## src/rtl/outsel_pkg.sv

```systemverilog
// Package: shared defaults for the accumulator-addressed output selector.
// Assumes the device code occupies the top bits of the accumulator word.
package outsel_pkg;
    localparam int ACC_W_D  = 16;  // accumulator width
    localparam int SEL_W_D  = 4;   // device-code width
    localparam int BYTE_W   = 8;   // terminal character width
    localparam int PAR_W_D  = 8;   // parallel port width
    localparam int CNV_W_D  = 10;  // converter port width
    localparam int N_PAR_D  = 4;   // number of parallel ports
    localparam int N_CNV_D  = 3;   // number of converter ports
    localparam int PAR_BASE = 1;   // first parallel port code
endpackage

```

## src/rtl/outsel_decode.sv

```systemverilog
// Module: outsel_decode
// Turns a device code into one-hot port hits plus an invalid flag.
// Assumes code 0 = terminal, then N_PAR parallel codes, then N_CNV
// converter codes; every code above that is invalid.
module outsel_decode #(
    parameter int SEL_W = 4,
    parameter int N_PAR = 4,
    parameter int N_CNV = 3
) (
    input  logic [SEL_W-1:0] code,
    output logic             term_hit,
    output logic [N_PAR-1:0] par_hit,
    output logic [N_CNV-1:0] cnv_hit,
    output logic             invalid
);
    localparam int CNV_BASE = outsel_pkg::PAR_BASE + N_PAR;
    localparam int LAST     = CNV_BASE + N_CNV - 1;

    // terminal match
    assign term_hit = (code == '0);

    // parallel port matches
    for (genvar i = 0; i < N_PAR; i++) begin : g_par
        assign par_hit[i] = (code == SEL_W'(outsel_pkg::PAR_BASE + i));
    end

    // converter port matches
    for (genvar j = 0; j < N_CNV; j++) begin : g_cnv
        assign cnv_hit[j] = (code == SEL_W'(CNV_BASE + j));
    end

    // codes past the last port
    assign invalid = (32'(code) > LAST);
endmodule

```

## src/rtl/outsel_putc.sv

```systemverilog
// Module: outsel_putc
// Put-character unit: fires at once when the transmitter is idle, otherwise
// captures the byte and waits for idle. Assumes req is ignored while pending.
module outsel_putc #(
    parameter int W = 8
) (
    input  logic         clk,
    input  logic         rst_n,
    input  logic         req,
    input  logic         tx_busy,
    input  logic [W-1:0] byte_in,
    output logic         fire,
    output logic [W-1:0] byte_out,
    output logic         pending
);
    logic [W-1:0] held_q;

    // capture the byte on a stalled request; clear once it is sent
    always_ff @(posedge clk) begin
        if (!rst_n) begin
            pending <= 1'b0;
            held_q  <= '0;
        end else if (!pending && req && tx_busy) begin
            pending <= 1'b1;
            held_q  <= byte_in;
        end else if (pending && !tx_busy) begin
            pending <= 1'b0;
        end
    end

    // send when idle, from the held byte or straight through
    always_comb begin
        fire     = !tx_busy && (pending || req);
        byte_out = pending ? held_q : byte_in;
    end
endmodule

```

## src/rtl/outsel_hold.sv

```systemverilog
// Module: outsel_hold
// One output port: the strobe passes straight through, and the data bus shows
// the incoming word during a write and the last written word otherwise.
module outsel_hold #(
    parameter int W = 8
) (
    input  logic         clk,
    input  logic         rst_n,
    input  logic         wr,
    input  logic [W-1:0] din,
    output logic [W-1:0] dout
);
    logic [W-1:0] q;

    // remember the last written word
    always_ff @(posedge clk) begin
        if (!rst_n)  q <= '0;
        else if (wr) q <= din;
    end

    // present the write data in the strobe cycle
    assign dout = wr ? din : q;
endmodule

```

## src/rtl/outsel_top.sv

```systemverilog
// Module: outsel_top
// Routes output writes to the terminal, parallel or converter ports, chosen by
// the top bits of the accumulator. Direct requests strobe at once; put-character
// requests always go to the terminal and wait for the transmitter to be idle.
// Assumes requests are one-cycle pulses from a sequencer that waits for done.
module outsel_top #(
    parameter int ACC_W = outsel_pkg::ACC_W_D,
    parameter int SEL_W = outsel_pkg::SEL_W_D,
    parameter int PAR_W = outsel_pkg::PAR_W_D,
    parameter int CNV_W = outsel_pkg::CNV_W_D,
    parameter int N_PAR = outsel_pkg::N_PAR_D,
    parameter int N_CNV = outsel_pkg::N_CNV_D
) (
    input  logic                   clk,
    input  logic                   rst_n,
    input  logic                   op_direct,
    input  logic                   op_putc,
    input  logic [ACC_W-1:0]       acc,
    input  logic                   tx_busy,
    output logic [7:0]             term_data,
    output logic                   term_wr,
    output logic [N_PAR*PAR_W-1:0] par_data,
    output logic [N_PAR-1:0]       par_wr,
    output logic [N_CNV*CNV_W-1:0] cnv_data,
    output logic [N_CNV-1:0]       cnv_wr,
    output logic                   bad_dev,
    output logic                   done
);
    localparam int BW = outsel_pkg::BYTE_W;

    logic [SEL_W-1:0] code;
    logic             term_hit, invalid, direct_ok;
    logic [N_PAR-1:0] par_hit;
    logic [N_CNV-1:0] cnv_hit;
    logic             putc_fire, putc_pend;
    logic [BW-1:0]    putc_byte, term_din;

    assign code = acc[ACC_W-1 -: SEL_W];

    outsel_decode #(.SEL_W(SEL_W), .N_PAR(N_PAR), .N_CNV(N_CNV)) dec_i (
        .code(code), .term_hit(term_hit), .par_hit(par_hit),
        .cnv_hit(cnv_hit), .invalid(invalid)
    );

    outsel_putc #(.W(BW)) putc_i (
        .clk(clk), .rst_n(rst_n), .req(op_putc), .tx_busy(tx_busy),
        .byte_in(acc[BW-1:0]), .fire(putc_fire), .byte_out(putc_byte),
        .pending(putc_pend)
    );

    // direct request accepted only with no put-character in flight
    always_comb begin
        direct_ok = op_direct && !op_putc && !putc_pend;
        term_wr   = putc_fire || (direct_ok && term_hit);
        term_din  = putc_fire ? putc_byte : acc[BW-1:0];
        par_wr    = direct_ok ? par_hit : '0;
        cnv_wr    = direct_ok ? cnv_hit : '0;
        bad_dev   = direct_ok && invalid;
        done      = putc_fire || direct_ok;
    end

    outsel_hold #(.W(BW)) term_i (
        .clk(clk), .rst_n(rst_n), .wr(term_wr), .din(term_din), .dout(term_data)
    );

    for (genvar i = 0; i < N_PAR; i++) begin : g_par
        outsel_hold #(.W(PAR_W)) par_i (
            .clk(clk), .rst_n(rst_n), .wr(par_wr[i]), .din(acc[PAR_W-1:0]),
            .dout(par_data[i*PAR_W +: PAR_W])
        );
    end

    for (genvar j = 0; j < N_CNV; j++) begin : g_cnv
        outsel_hold #(.W(CNV_W)) cnv_i (
            .clk(clk), .rst_n(rst_n), .wr(cnv_wr[j]), .din(acc[CNV_W-1:0]),
            .dout(cnv_data[j*CNV_W +: CNV_W])
        );
    end
endmodule

```

## config.mk

```make
export PLATFORM = sky130hd
export DESIGN_NAME = outsel_top
export DESIGN_NICKNAME = d
export VERILOG_FILES = /design/src/rtl/outsel_pkg.sv /design/src/rtl/outsel_decode.sv /design/src/rtl/outsel_putc.sv /design/src/rtl/outsel_hold.sv /design/src/rtl/outsel_top.sv
export SDC_FILE = /design/constraint.sdc
export NUM_CORES = 1
export LEC_CHECK = 0
export ABC_CLOCK_PERIOD_IN_PS = 2900
export BUFFER_PORTS_ARGS = -buffer_cell sky130_fd_sc_hd__buf_2
export CAP_MARGIN = 15
export CELL_PAD_IN_SITES_DETAIL_PLACEMENT = 0
export CELL_PAD_IN_SITES_GLOBAL_PLACEMENT = 1
export CORE_MARGIN = 5
export CORE_UTILIZATION = 40
export CTS_CLUSTER_SIZE = 10
export DETAILED_ROUTE_END_ITERATION = 8
export GPL_TIMING_DRIVEN = 0
export PLACE_DENSITY = 0.87
export SLEW_MARGIN = 25
export SYNTH_ARGS = -nofsm -noshare
export SYNTH_HDL_FRONTEND = slang
export SYNTH_SLANG_ARGS = --single-unit
```

## constraint.sdc

```tcl
create_clock -name clk -period 2.9 [get_ports clk]
set_input_delay 0.29 -clock clk [delete_from_list [all_inputs] [get_ports clk]]
set_output_delay 0.29 -clock clk [all_outputs]
set_load 0.02 [all_outputs]
```

==> results of run 1 <==
-- path summary, 6_finish.rpt --
path / slack (ns) / to / start / depth (start not counted)
max: 0.06 / par_data[14] / putc_i.pending$_SDFFE_PN0P_ / 6
min: 0.28 / g_cnv[0].cnv_i.q[8]$_SDFF_PN0_ / acc[8] / 3
max reg2reg: 0.85 / g_cnv[1].cnv_i.q[5]$_SDFF_PN0_ / putc_i.pending$_SDFFE_PN0P_ / 5
min reg2reg: 0.46 / g_par[3].par_i.q[2]$_SDFF_PN0_ / g_par[3].par_i.q[2]$_SDFF_PN0_ / 2
-- registers in the layout, indices dropped and copies added, names as in the netlist --
name	flops
g_cnv.cnv_i.q	30
g_par.par_i.q	32
putc_i.held_q	8
putc_i.pending	1
term_i.q	8
-- layout by cell type (no fill, tap or decap), types with 9 or more instances in the layout --
master	instances
buf_2	99
mux2_2	61
dfxtp_1	79
clkbuf_1	30
mux2i_1	70
buf_4	11
nor3_1	9
clkbuf_8	11
nand2_1	74
-- critical path, delay by kind of cell (launching register included) --
family | cells | cell delay (ns)
buffers and inverters | 3 | 0.47
AND/OR/NAND/NOR | 2 | 1.10
flip-flops | 1 | 0.34
multiplexers | 1 | 0.29
-- logic make-up after synthesis --
| group | after synthesis |
|---|---|
| and+or+nand+nor | 138 |
| muxes | 132 |
| AOI/OAI and AO/OA | 19 |
| DFF | 79 |
| buffers and inverters | 54 |
-- cell type report --
class                      count  area [um^2]  share of cell area
multi-input combinational    289         2290               0.462
sequential                    79         1580               0.320
timing repair buffer          96          485              0.0981
buffer                        49          241              0.0488
tap                          136          170              0.0344
clock buffer                  13          159              0.0321
inverter                       5         18.8             0.00379
clock inverter                 1         5.00             0.00101
-- per-layer routing --
layer | track usage | wire length [um] | vias up | share of wire
li1 | - | - | 1676 | -
met1 | 0.252 | 5480 | 1630 | 0.46
met2 | 0.304 | 5510 | 114 | 0.46
met3 | 0.0459 | 764 | 22 | 0.064
met4 | 0.0697 | 269 | 0 | 0.022
met5 | 0 | 0 | - | 0
-- where the power goes --
part | internal (mW) | switching, mW
clock network | 0.348 | 0.380
registers | 1.10 | 0.00795
logic | 0.0948 | 0.188
total | 1.55 | 0.576
-- stage by stage --
step                       util  cell area [um^2]
after floorplan               -              4100
after global placement    0.468              4740
after detailed placement  0.468              4740
after CTS                 0.487              4940
after global routing      0.488              4950
final                     0.488              4950
-- what timing repair did --
item	in CTS	in global routing
resized for setup	5	4
setup endpoints to repair	27	18
setup buffers	2	0
pin swaps	2	0
==> impl_metrics.py, run 1 <==
metrics = {
    "run_status": {
        "status": "complete, no violations",
    },
    "logic_synthesis": {
        "synth_top_area_frac": 0.386,
        "ys.warnings.count": 0,
        "synth_top_area_cell": "dfxtp_1",
        "yosys.area_share.xor_xnor": 0,
        "yosysSeqAreaShare": 0.386,
        "synth_fa_ha_area_frac": 0,
        "synth_area_per_cell_um2": 9.72,
        "synth-main-ff-cell": "dfxtp_1",
        "synth_compound_area_frac": 0.0302,
        "synthMuxAreaShare": 0.342,
        "synth_cell_types": 31,
        "syn-num-nets": 443,
        "netlist_top_cells_area": "dfxtp_1 39%, mux2i_1 17%, mux2_2 17%, nand2_1 6.8%, clkbuf_1 2.7%",
        "synth_top_family_by_area": "multiplexers",
        "synthCells": 422,
        "synth_common_cells": "79 x dfxtp_1, 74 x nand2_1, 70 x mux2i_1, 61 x mux2_2, 29 x clkbuf_1",
        "synth_edf_count": 0,
        "synthMostInstantiatedCell": "dfxtp_1",
        "synth_area_um2": 4100,
        "ys_ff_latch": 79,
        "postSynth.asyncResetShare": 0,
        "synth_simple_gate_area_frac": 0.180,
    },
    "sta": {
        "tightest_slew_ns": 0.954,
        "fmax_mhz": 352,
        "slew_headroom": 0.359,
        "hold_slack_ns": 0.278,
        "setup-violations-final": 0,
        "finalHoldViolCount": 0,
        "totalNegativeSetupSlack_ns": 0,
        "slew_violations": 0,
        "fin_ws_ns": 0.0606,
        "rsz0062_at_grt": "no",
        "fin_crit_ns": 2.84,
        "skew_ns": 0.00274,
        "period_share": 0.979,
    },
    "global_route": {
        "antenna_found_initial": 0,
        "grt_max_degree": 12,
        "grt_pass1_wl_um": 18700,
        "track_usage": 0.191,
        "overflow": 0,
        "grt_pass1_vias": 3569,
    },
    "critical_path": {
        "path_class": "flip-flop to primary output",
        "cp_slowest_cell": "or4b_4",
        "crit_arrival_ns": 2.55,
        "crit_chain": "or4b_4 -> or4b_4 -> buf_6 -> buf_6 -> mux2_4 -> buf_2",
        "critPathMaxStageDelay_ns": 0.59,
        "worstSetupStartpointType": "flip-flop",
        "cp-end-kind": "primary output",
        "crit_fanout": 10,
        "required_ns": 2.61,
    },
    "route": {
        "wl_um": 12000,
        "drc": 0,
        "vias": 3442,
        "drt_iter0_markers": 194,
        "firstDrtPassIters": 5,
        "detail_route.wl_per_cell_um": 18.0,
        "postRouteAntennaNets": 0,
        "vias_per_cell": 5.15,
    },
    "clocking": {
        "cts_tree": "built",
        "root_buffer": "clkbuf_8",
        "htreeDepth": 3,
        "cts_buffer_depth": 2,
        "cts.clk_slew.worst_paths_ns": 0.07,
        "clock_sinks": 79,
        "clk_latency_ns": 0.35,
        "cts.hold.buffers_added": 0,
        "cts_buffers": 9,
    },
    "cells_and_area": {
        "antenna_cells": 0,
        "syn2layout_area_growth_pct": 20.7,
        "drive_gt1_frac": 0.382,
        "nNetsFinal": 550,
        "instances_no_fill": 668,
        "n_fill_cell": 973,
    },
    "place": {
        "dpl.cell_count": 652,
        "gp_congestion": 0.811,
        "port_buffers": 94,
        "dp_slack_ns": 0.0273,
        "hpwlAfterDp_um": 8460,
    },
    "job": {
        "max-cap-violations": 0,
    },
    "power_and_ir_drop": {
        "ir_drop_mv": 0.223,
        "power_leakage_nw": 2.51,
        "p_per_area_nw_per_um2": 429,
        "power.total_mw": 2.12,
    },
    "floorplanning": {
        "ios": 101,
        "die_w_um": 111,
        "die_h_um": 111,
        "rows": 37,
        "core_um2": 10100,
        "initial_utilization": 0.404,
        "die_area_um2": 12400,
    },
    "worst_hold_path": {
        "hp-class": "input pin to flip-flop",
    },
}
Power figures use the tool's default switching activity.
==> inputs of run 2 (changes only) <==
- RECOVER_POWER: default -> 100
==> run 2 against run 1 <==
Cell area shrank 1.2%. Critical path depth is the same. Register-to-register slack gained 0.02 ns. Clock skew grew 0.0023 ns. Via count is essentially flat. Worst hold slack is essentially flat. First-iteration DRC count grew 5.7%. Clock power is essentially flat. Fmax grew 0.29%. Non-clock buffer count is the same. Global-route usage is the same. Critical endpoint unchanged. Largest cell class unchanged. Highest routed layer unchanged.
==> impl_metrics.py, run 2 (same netlist as run 1, synthesis figures left out) <==
metrics = {
    "sta": {
        "skew_ns": 0.00504,
        "finalHoldViolCount": 0,
        "setup-violations-final": 0,
        "hold_slack_ns": 0.278,
        "slew_violations": 0,
        "fin_crit_ns": 2.83,
        "fmax_mhz": 353,
        "rsz0062_at_grt": "no",
        "tightest_slew_ns": 0.969,
        "period_share": 0.976,
        "fin_ws_ns": 0.0687,
        "totalNegativeSetupSlack_ns": 0,
        "slew_headroom": 0.349,
    },
    "power_and_ir_drop": {
        "ir_drop_mv": 0.224,
        "power_leakage_nw": 2.31,
        "power.total_mw": 2.12,
        "p_per_area_nw_per_um2": 433,
    },
    "critical_path": {
        "r2r_slack_ns": 0.87,
        "required_ns": 2.61,
        "crit_fanout": 10,
        "cp-end-kind": "primary output",
        "worstRegToRegCells": 5,
        "reg2reg_to": "g_cnv[1].cnv_i.q[5]$_SDFF_PN0_",
        "timing.rr.start": "putc_i.pending$_SDFFE_PN0P_",
        "path_class": "flip-flop to primary output",
        "worstSetupStartpointType": "flip-flop",
        "crit_arrival_ns": 2.54,
        "worstSetupStartpoint": "putc_i.pending$_SDFFE_PN0P_",
    },
    "worst_hold_path": {
        "hp-class": "input pin to flip-flop",
        "min_path_cells": 3,
        "holdPathEnd": "g_cnv[0].cnv_i.q[8]$_SDFF_PN0_",
        "min_from": "acc[8]",
    },
    "clocking": {
        "clk_latency_ns": 0.35,
        "htreeDepth": 3,
        "cts.hold.buffers_added": 0,
        "root_buffer": "clkbuf_8",
        "cts_buffers": 9,
        "clock_sinks": 79,
        "cts_buffer_depth": 2,
        "cts.clk_slew.worst_paths_ns": 0.08,
        "cts_tree": "built",
    },
    "place": {
        "port_buffers": 94,
        "dp_slack_ns": 0.0273,
        "gp_congestion": 0.811,
        "hpwlAfterDp_um": 8460,
    },
    "global_route": {
        "grt_max_degree": 12,
        "antenna_found_initial": 0,
        "overflow": 0,
        "grt_pass1_wl_um": 18700,
        "track_usage": 0.191,
        "grt_pass1_vias": 3569,
    },
    "route": {
        "drt_iter0_markers": 205,
        "wl_um": 12000,
        "vias_per_cell": 5.15,
        "postRouteAntennaNets": 0,
        "drc": 0,
        "detail_route.wl_per_cell_um": 18.0,
        "firstDrtPassIters": 5,
        "vias": 3443,
    },
    "job": {
        "max-cap-violations": 0,
    },
    "floorplanning": {
        "core_um2": 10100,
        "rows": 37,
        "initial_utilization": 0.404,
        "die_h_um": 111,
        "die_area_um2": 12400,
        "die_w_um": 111,
        "ios": 101,
    },
    "cells_and_area": {
        "nNetsFinal": 550,
        "final_util": 0.482,
        "drive_gt1_frac": 0.297,
        "final_cell_mix": "79 x dfxtp_1, 74 x clkbuf_1, 74 x nand2_1",
        "top_regs": "g_par.par_i.q (32), g_cnv.cnv_i.q (30)",
        "syn2layout_area_growth_pct": 19.3,
        "largest_reg_flops": 32,
        "final_common_cell": "dfxtp_1",
        "top_register": "g_par.par_i.q",
        "antenna_cells": 0,
    },
    "run_status": {
        "status": "complete, no violations",
    },
}
[run 2: cell types whose count changed in the layout (fill, tap and decap cells not counted)]
cell / change
buf_2: -70
clkbuf_1: +44
clkbuf_2: +30
buf_4: -3
mux2_1: +3
mux2_2: -3
buf_1: -2
clkbuf_4: +1
[run 2: per-layer routing]
metal / up-vias / global-route usage / part of all wire
li1: 1680 / - / -
met1: 1626 / 0.252 / 0.45
met4: 0 / 0.0697 / 0.016
met2: 122 / 0.304 / 0.46
met5: - / 0 / 0
met3: 15 / 0.0459 / 0.070
[run 2: worst max-delay path by stage]
stage | end | slack [ns] | depth (start not counted)
CTS | cnv_data[15] | 0.06 | 6
global route | par_data[14] | 0.009 | 6
finish | par_data[14] | 0.07 | 6
floorplan | par_data[24] | 0.63 | 4
global placement | par_data[18] | 0.05 | 6
detailed placement | par_data[18] | 0.03 | 6
[run 2: power by group]
| group | internal, mW | switching (mW) | leakage, nW |
|---|---|---|---|
| Sequential | 1.10 | 0.00809 | 0.639 |
| Combinational | 0.0913 | 0.189 | 1.59 |
| Clock | 0.348 | 0.377 | 0.0854 |
| Total | 1.54 | 0.574 | 2.31 |
[run 2: worst max-delay path, stage by stage (launching register included)]
cell,delay (ns)
dfxtp_1,0.34
or4b_4,0.59
or4b_4,0.51
buf_6,0.16
buf_6,0.15
mux2_4,0.29
buf_2,0.16
[run 2: final cells by class]
class | instances | area (um^2)
clock inverters | 1 | 5.00
plain buffers | 49 | 241
clock buffers | 13 | 159
fillers | 1001 | 5250
repair buffers | 96 | 428
well taps | 136 | 170
multi-input cells | 289 | 2290
flip-flops and latches | 79 | 1580
inverters | 5 | 18.8
[run 2: timing repair]
action | CTS | global route
pin swaps | 2 | 0
endpoints found under the setup margin | 27 | 18
resized for setup | 5 | 4
cloned | 0 | 0
buffers inserted | 2 | 0
[run 2: through the flow]
stage / instance area (um^2) / instances
floorplan: 4100 / 422
global placement: 4740 / 652
detailed placement: 4740 / 652
CTS: 4940 / 668
global route: 4890 / 668
finish: 4890 / 668
